`src/rtl/expiry_timer_pkg.sv`:
```
// Package: shared constants of the steerable expiry timer.
// Assumes a 32-bit register bus with byte offsets.
package expiry_timer_pkg;
    localparam int unsigned WORD_W   = 32;
    localparam int unsigned OFS_CTRL = 0;
    localparam int unsigned OFS_ACT  = 4;
    localparam int unsigned OFS_RT   = 8;
    localparam int unsigned PEND_BIT = 31;  // read-only flag in control word
    localparam int unsigned LOAD_BIT = 30;  // action word: restart count
    localparam int unsigned CLR_BIT  = 31;  // action word: clear pending
endpackage

```
`src/rtl/expiry_timer_regs.sv`:
```
// Module: register file of the timer.
// Decodes the control, action and routing words, holds the control fields
// and routing code, turns action writes into one-clock pulses and muxes
// the read data. Assumes RELOAD_W <= 29 so that the run and enable bits
// fit below the pending bit.
module expiry_timer_regs
    import expiry_timer_pkg::*;
#(
    parameter int unsigned RELOAD_W = 28,
    parameter int unsigned ADDR_W   = 4,
    parameter int unsigned CODE_W   = 3
) (
    input  logic                clk,
    input  logic                rst_n,
    input  logic [ADDR_W-1:0]   bus_addr,
    input  logic                bus_we,
    input  logic [WORD_W-1:0]   bus_wdata,
    output logic [WORD_W-1:0]   bus_rdata,
    input  logic                pend,
    output logic [RELOAD_W-1:0] reload_q,
    output logic                run_q,
    output logic                irq_en_q,
    output logic [CODE_W-1:0]   route_q,
    output logic                load_pulse,
    output logic                clr_pulse
);
    localparam int unsigned RUN_BIT = RELOAD_W;
    localparam int unsigned IE_BIT  = RELOAD_W + 1;
    localparam logic [ADDR_W-1:0] A_CTRL = ADDR_W'(OFS_CTRL);
    localparam logic [ADDR_W-1:0] A_ACT  = ADDR_W'(OFS_ACT);
    localparam logic [ADDR_W-1:0] A_RT   = ADDR_W'(OFS_RT);

    logic sel_ctrl, sel_act, sel_rt;

    // Address decode.
    always_comb begin
        sel_ctrl = (bus_addr == A_CTRL);
        sel_act  = (bus_addr == A_ACT);
        sel_rt   = (bus_addr == A_RT);
    end

    // Control word storage: reload value, run and interrupt enable.
    always_ff @(posedge clk) begin
        if (!rst_n) begin
            reload_q <= '0;
            run_q    <= 1'b0;
            irq_en_q <= 1'b0;
        end else if (bus_we && sel_ctrl) begin
            reload_q <= bus_wdata[RELOAD_W-1:0];
            run_q    <= bus_wdata[RUN_BIT];
            irq_en_q <= bus_wdata[IE_BIT];
        end
    end

    // Routing code storage; upper write bits are dropped.
    always_ff @(posedge clk) begin
        if (!rst_n)
            route_q <= '0;
        else if (bus_we && sel_rt)
            route_q <= bus_wdata[CODE_W-1:0];
    end

    // Action word: write-one bits become single-clock pulses.
    always_comb begin
        load_pulse = bus_we && sel_act && bus_wdata[LOAD_BIT];
        clr_pulse  = bus_we && sel_act && bus_wdata[CLR_BIT];
    end

    // Read mux; the action word and unmapped offsets read as zero.
    always_comb begin
        bus_rdata = '0;
        if (sel_ctrl) begin
            bus_rdata[RELOAD_W-1:0] = reload_q;
            bus_rdata[RUN_BIT]      = run_q;
            bus_rdata[IE_BIT]       = irq_en_q;
            bus_rdata[PEND_BIT]     = pend;
        end else if (sel_rt) begin
            bus_rdata[CODE_W-1:0] = route_q;
        end
    end
endmodule

```
`src/rtl/expiry_timer_core.sv`:
```
// Module: down-counter and sticky pending flag.
// While running, a count of 0 or 1 is an expiry. An expiry sets the flag
// and reloads the count; otherwise the count steps down by one. A load
// pulse reloads the count at any time. A clear pulse drops the flag
// unless an expiry lands in the same clock.
module expiry_timer_core #(
    parameter int unsigned RELOAD_W = 28
) (
    input  logic                clk,
    input  logic                rst_n,
    input  logic                run,
    input  logic [RELOAD_W-1:0] reload,
    input  logic                load_pulse,
    input  logic                clr_pulse,
    output logic [RELOAD_W-1:0] cnt_q,
    output logic                expire,
    output logic                pend_q
);
    // Expiry detect: the next step would reach zero, or the count already sits there.
    always_comb expire = run && (cnt_q <= RELOAD_W'(1));

    // Count register: reload on expiry or load pulse, else decrement while running.
    always_ff @(posedge clk) begin
        if (!rst_n)
            cnt_q <= '0;
        else if (expire || load_pulse)
            cnt_q <= reload;
        else if (run)
            cnt_q <= cnt_q - RELOAD_W'(1);
    end

    // Pending flag: set by expiry, which has priority over a clear.
    always_ff @(posedge clk) begin
        if (!rst_n)
            pend_q <= 1'b0;
        else if (expire)
            pend_q <= 1'b1;
        else if (clr_pulse)
            pend_q <= 1'b0;
    end
endmodule

```
`src/rtl/expiry_timer_steer.sv`:
```
// Module: output steering.
// The top code bit picks the fast line over the normal line, and the
// lower bits pick the core. Assumes NUM_CORES is a power of two, >= 2.
module expiry_timer_steer #(
    parameter int unsigned NUM_CORES = 4,
    parameter int unsigned CODE_W    = 3
) (
    input  logic                 pend,
    input  logic                 irq_en,
    input  logic [CODE_W-1:0]    route,
    output logic [NUM_CORES-1:0] core_irq,
    output logic [NUM_CORES-1:0] core_fiq
);
    localparam int unsigned CORE_W = CODE_W - 1;

    logic fire;
    logic use_fast;

    // Gate the flag with the enable and split the code.
    always_comb begin
        fire     = pend && irq_en;
        use_fast = route[CODE_W-1];
    end

    for (genvar g = 0; g < NUM_CORES; g++) begin : g_core
        logic hit;
        // Per-core match of the core field.
        always_comb hit = fire && (route[CORE_W-1:0] == CORE_W'(g));
        assign core_irq[g] = hit && !use_fast;
        assign core_fiq[g] = hit && use_fast;
    end
endmodule

```
`src/rtl/expiry_timer.sv`:
```
// Module: top of the steerable expiry timer.
// Joins the register file, the counter and the steering. Assumes a single
// clock domain and one bus access per clock.
module expiry_timer
    import expiry_timer_pkg::*;
#(
    parameter int unsigned RELOAD_W  = 28,
    parameter int unsigned NUM_CORES = 4,
    parameter int unsigned ADDR_W    = 4
) (
    input  logic                 clk,
    input  logic                 rst_n,
    input  logic [ADDR_W-1:0]    bus_addr,
    input  logic                 bus_we,
    input  logic [WORD_W-1:0]    bus_wdata,
    output logic [WORD_W-1:0]    bus_rdata,
    output logic [NUM_CORES-1:0] core_irq,
    output logic [NUM_CORES-1:0] core_fiq
);
    localparam int unsigned CORE_W = $clog2(NUM_CORES);
    localparam int unsigned CODE_W = CORE_W + 1;

    logic [RELOAD_W-1:0] reload_q;
    logic                run_q;
    logic                irq_en_q;
    logic [CODE_W-1:0]   route_q;
    logic                load_pulse;
    logic                clr_pulse;
    logic [RELOAD_W-1:0] cnt_q;
    logic                expire;
    logic                pend_q;

    expiry_timer_regs #(
        .RELOAD_W (RELOAD_W),
        .ADDR_W   (ADDR_W),
        .CODE_W   (CODE_W)
    ) u_regs (
        .clk        (clk),
        .rst_n      (rst_n),
        .bus_addr   (bus_addr),
        .bus_we     (bus_we),
        .bus_wdata  (bus_wdata),
        .bus_rdata  (bus_rdata),
        .pend       (pend_q),
        .reload_q   (reload_q),
        .run_q      (run_q),
        .irq_en_q   (irq_en_q),
        .route_q    (route_q),
        .load_pulse (load_pulse),
        .clr_pulse  (clr_pulse)
    );

    expiry_timer_core #(
        .RELOAD_W (RELOAD_W)
    ) u_core (
        .clk        (clk),
        .rst_n      (rst_n),
        .run        (run_q),
        .reload     (reload_q),
        .load_pulse (load_pulse),
        .clr_pulse  (clr_pulse),
        .cnt_q      (cnt_q),
        .expire     (expire),
        .pend_q     (pend_q)
    );

    expiry_timer_steer #(
        .NUM_CORES (NUM_CORES),
        .CODE_W    (CODE_W)
    ) u_steer (
        .pend     (pend_q),
        .irq_en   (irq_en_q),
        .route    (route_q),
        .core_irq (core_irq),
        .core_fiq (core_fiq)
    );
endmodule

```
`config.mk`:
```
export PLATFORM = sky130hd
export DESIGN_NAME = expiry_timer
export DESIGN_NICKNAME = d
export VERILOG_FILES = /design/src/rtl/expiry_timer_pkg.sv /design/src/rtl/expiry_timer_regs.sv /design/src/rtl/expiry_timer_core.sv /design/src/rtl/expiry_timer_steer.sv /design/src/rtl/expiry_timer.sv
export SDC_FILE = /design/constraint.sdc
export NUM_CORES = 1
export LEC_CHECK = 0
export ABC_CLOCK_PERIOD_IN_PS = 6650
export BUFFER_PORTS_ARGS = -buffer_cell sky130_fd_sc_hd__buf_4
export CAP_MARGIN = 40
export CORE_MARGIN = 3
export CORE_UTILIZATION = 58
export CTS_BUF_LIST = sky130_fd_sc_hd__clkbuf_16
export DETAILED_ROUTE_END_ITERATION = 7
export PLACE_DENSITY = 0.89
export REMOVE_ABC_BUFFERS = 1
export SETUP_SLACK_MARGIN = 0.15
export SLEW_MARGIN = 30
export SYNTH_ARGS = -nofsm -noshare
export SYNTH_HDL_FRONTEND = slang
export SYNTH_SLANG_ARGS = --single-unit
```
`constraint.sdc`:
```
create_clock -name clk -period 6.65 [get_ports clk]
set_input_delay 1.995 -clock clk [delete_from_list [all_inputs] [get_ports clk]]
set_output_delay 1.995 -clock clk [all_outputs]
set_load 0.02 [all_outputs]
```
==> flow_summary.toml <==
[floorplanning]
chipWidth_um = 81.5
die_area_mm2 = 0.00664
rows = 26
start_util_pct = 62.3
io_pins = 79
core_mm2 = 0.00530
chipHeight_um = 81.5

[timing]
worst_slack_ns = 1.53
worst_slew_pin_slew_ns = 0.737
post-route-period-util_pct = 77.0
skew_ns = 0.00436
max-slew-margin-rel_pct = 50.8
fmax_ghz = 0.195
tns_ns = 0
hold-worst-slack_ns = 0.469
setup_viol = 0
finalCriticalPeriod_ns = 5.12
hold_viol = 0
rsz0062_at_grt = "false"
drv_slew = 0

[cts]
cts_tree = "done"
cts.sinks = 62
clock_latency_ns = 0.32
cts_buffers = 9
cts_hold_buffers = 0
htreeDepth = 3
cts-root-buf = "clkbuf_16"
post_cts_buffers = 0
cts_resized = 0
clockBufferDepth = 2
cts.clk_slew.worst_paths_ns = 0.05

[hold_path]
whs_endpoint = "u_regs.reload_q[12]"
whs_path_depth = 2
hold_start = "u_regs.reload_q[12]"
hold_class = "reg2reg"

[flow_run]
max_cap_violations = 0

[route]
drtAntennaViolNets = 0
drc = 0
num_vias = 3521
viasPerCell = 6.05
drt_first_pass_iters = 6
drt_iter0_drc = 398
wl_per_cell_um = 15.5
wirelength_um = 9010

[synthesis]
synth_cell_types = 49
synth_top_area_cell = "dfxtp_1"
synth.top_cell.area_share_pct = 37.6
ys.warnings.count = 0
seq_area_frac_synth_pct = 37.6
ys_ff_latch = 62
netlist_top_cells_area = "dfxtp_1, nand2_1, a21oi_1"
syn_inst = 448
synth.top_cells.by_count = "nand2_1, dfxtp_1, a21oi_1"
async_reset_ff_share_pct = 0
yosysMostFrequentCell = "nand2_1"
ys.flop_type = "dfxtp_1"
syn_area_per_cell_um2 = 7.38
syn_area_mm2 = 0.00330
synth_edf_count = 0

[worst_setup_path]
crit_arrival_ns = 3.13
r2r_setup_slack_ns = 3.62
crit_path_frequent_cell = "buf_4"
crit_fanout = 33
cpPeakStageDelay_ns = 0.35
cpMaxStageDelayCell = "buf_4"
critPathKind = "in2out"
r2r_start = "u_core.cnt_q[25]"
worstReg2RegEnd = "u_core.cnt_q[17]"
reg2reg_depth = 7
start_kind = "input port"
crit_chain = "buf_4 -> nor4_2 -> buf_4 -> a22o_1 -> buf_4"
end_kind = "output pin"
cp.required_ns = 4.66

[finish]
syn2layout_area_growth_pct = 26.2
drive_gt1_share_pct = 20.9
fin_cells = 582
design_area_mm2 = 0.00417
fin_util_pct = 78.6
multi_input_area_mm2 = 0.00192
seqCellArea_mm2 = 0.00124
nNetsFinal = 550
n_antenna_cell = 0
num-fill-cells = 384

[global_routing]
antenna_found_initial = 0
grt_max_degree = 34
grt_pass1_vias = 3118
track_usage_pct = 28.7
gr-total-overflow = 0
grt_pass1_wl_um = 14900

[power]
power.density_mw_per_mm2 = 213
power.total_mw = 0.889
power.leakage_nw = 1.63
vdd_drop_max_mv = 0.163

[placed_design]
dp_hpwl_um = 6010
port_buffers = 77
place.gp.congestion = 0.887
place_area_mm2 = 0.00392
dp.cells = 568
dp_slack_ns = 1.57

[outcome]
run_status = "finished, final reports clean"
## state kept, by name, summed over array words and instances, names as in the netlist
| register | cells |
|---|---|
| u_core.cnt_q | 28 |
| u_core.pend_q | 1 |
| u_regs.irq_en_q | 1 |
| u_regs.reload_q | 28 |
| u_regs.route_q | 3 |
| u_regs.run_q | 1 |
## how the worst max path moves through the flow
stage                    to         from  slack, ns  cells after the start
2_1_floorplan  bus_rdata[0]  bus_addr[1]       0.50                      2
3_3_place_gp   bus_rdata[0]  bus_addr[1]       1.27                      4
5_1_grt        bus_rdata[0]  bus_addr[1]       1.44                      5
4_1_cts        bus_rdata[0]  bus_addr[1]       1.53                      5
6_report       bus_rdata[0]  bus_addr[1]       1.53                      5
3_5_place_dp   bus_rdata[0]  bus_addr[1]       1.57                      5
## critical path, delay by kind of cell
family          cells  cell delay [ns]
buf+inv             3             0.63
simple gates        1             0.28
compound gates      1             0.22
## cell usage in the layout (no fill, tap or decap), types with 3 or more instances in the layout
master     instances
or4_1              8
dfxtp_1           62
and2_1            31
o21ai_0            9
xor2_1             6
a21oi_1           48
clkinv_1           3
nand3b_1           4
clkbuf_16          9
or3_1              4
nand4_1            5
nor4_1             5
a31oi_1           13
inv_1              4
a22o_1             3
nand3_1           27
nand2b_1           6
nor2_1            23
nor2b_1            3
nand2_1           88
nor3_1            16
buf_4             83
a22oi_1           10
buf_8              3
## layout make-up
class / count / share of cell area, %
multi-input combinational: 347 / 45.9
sequential: 62 / 29.8
timing repair buffer: 86 / 16.0
clock buffer: 9 / 5.40
tap: 70 / 2.10
clock inverter: 5 / 0.480
inverter: 3 / 0.270
## cells by family after synthesis
kind of cell,after synthesis,share of synthesized area (%)
AO/OA/AOI/OAI,93,16.6
other,1,0.113
buffers and inverters,39,4.96
AND/OR/NAND/NOR,240,36.9
multiplexers,3,0.984
adder cells (fa/ha/maj),2,0.757
flip-flops,62,37.6
XOR/XNOR,8,2.12
## where the power goes
group	switching [mW]	internal [mW]	leakage, nW	total (mW)
registers	0.00792	0.379	0.501	0.387
logic	0.0632	0.0483	1.01	0.112
clock network	0.149	0.241	0.125	0.390
total	0.220	0.669	1.63	0.889
## layer usage
metal / global-route usage (%) / part of all wire [%]
met1: 37.8 / 41
met2: 46.9 / 50
met3: 5.37 / 7.6
met4: 10.5 / 1.6
met5: 0 / 0
(Power assumes the default switching activity.)
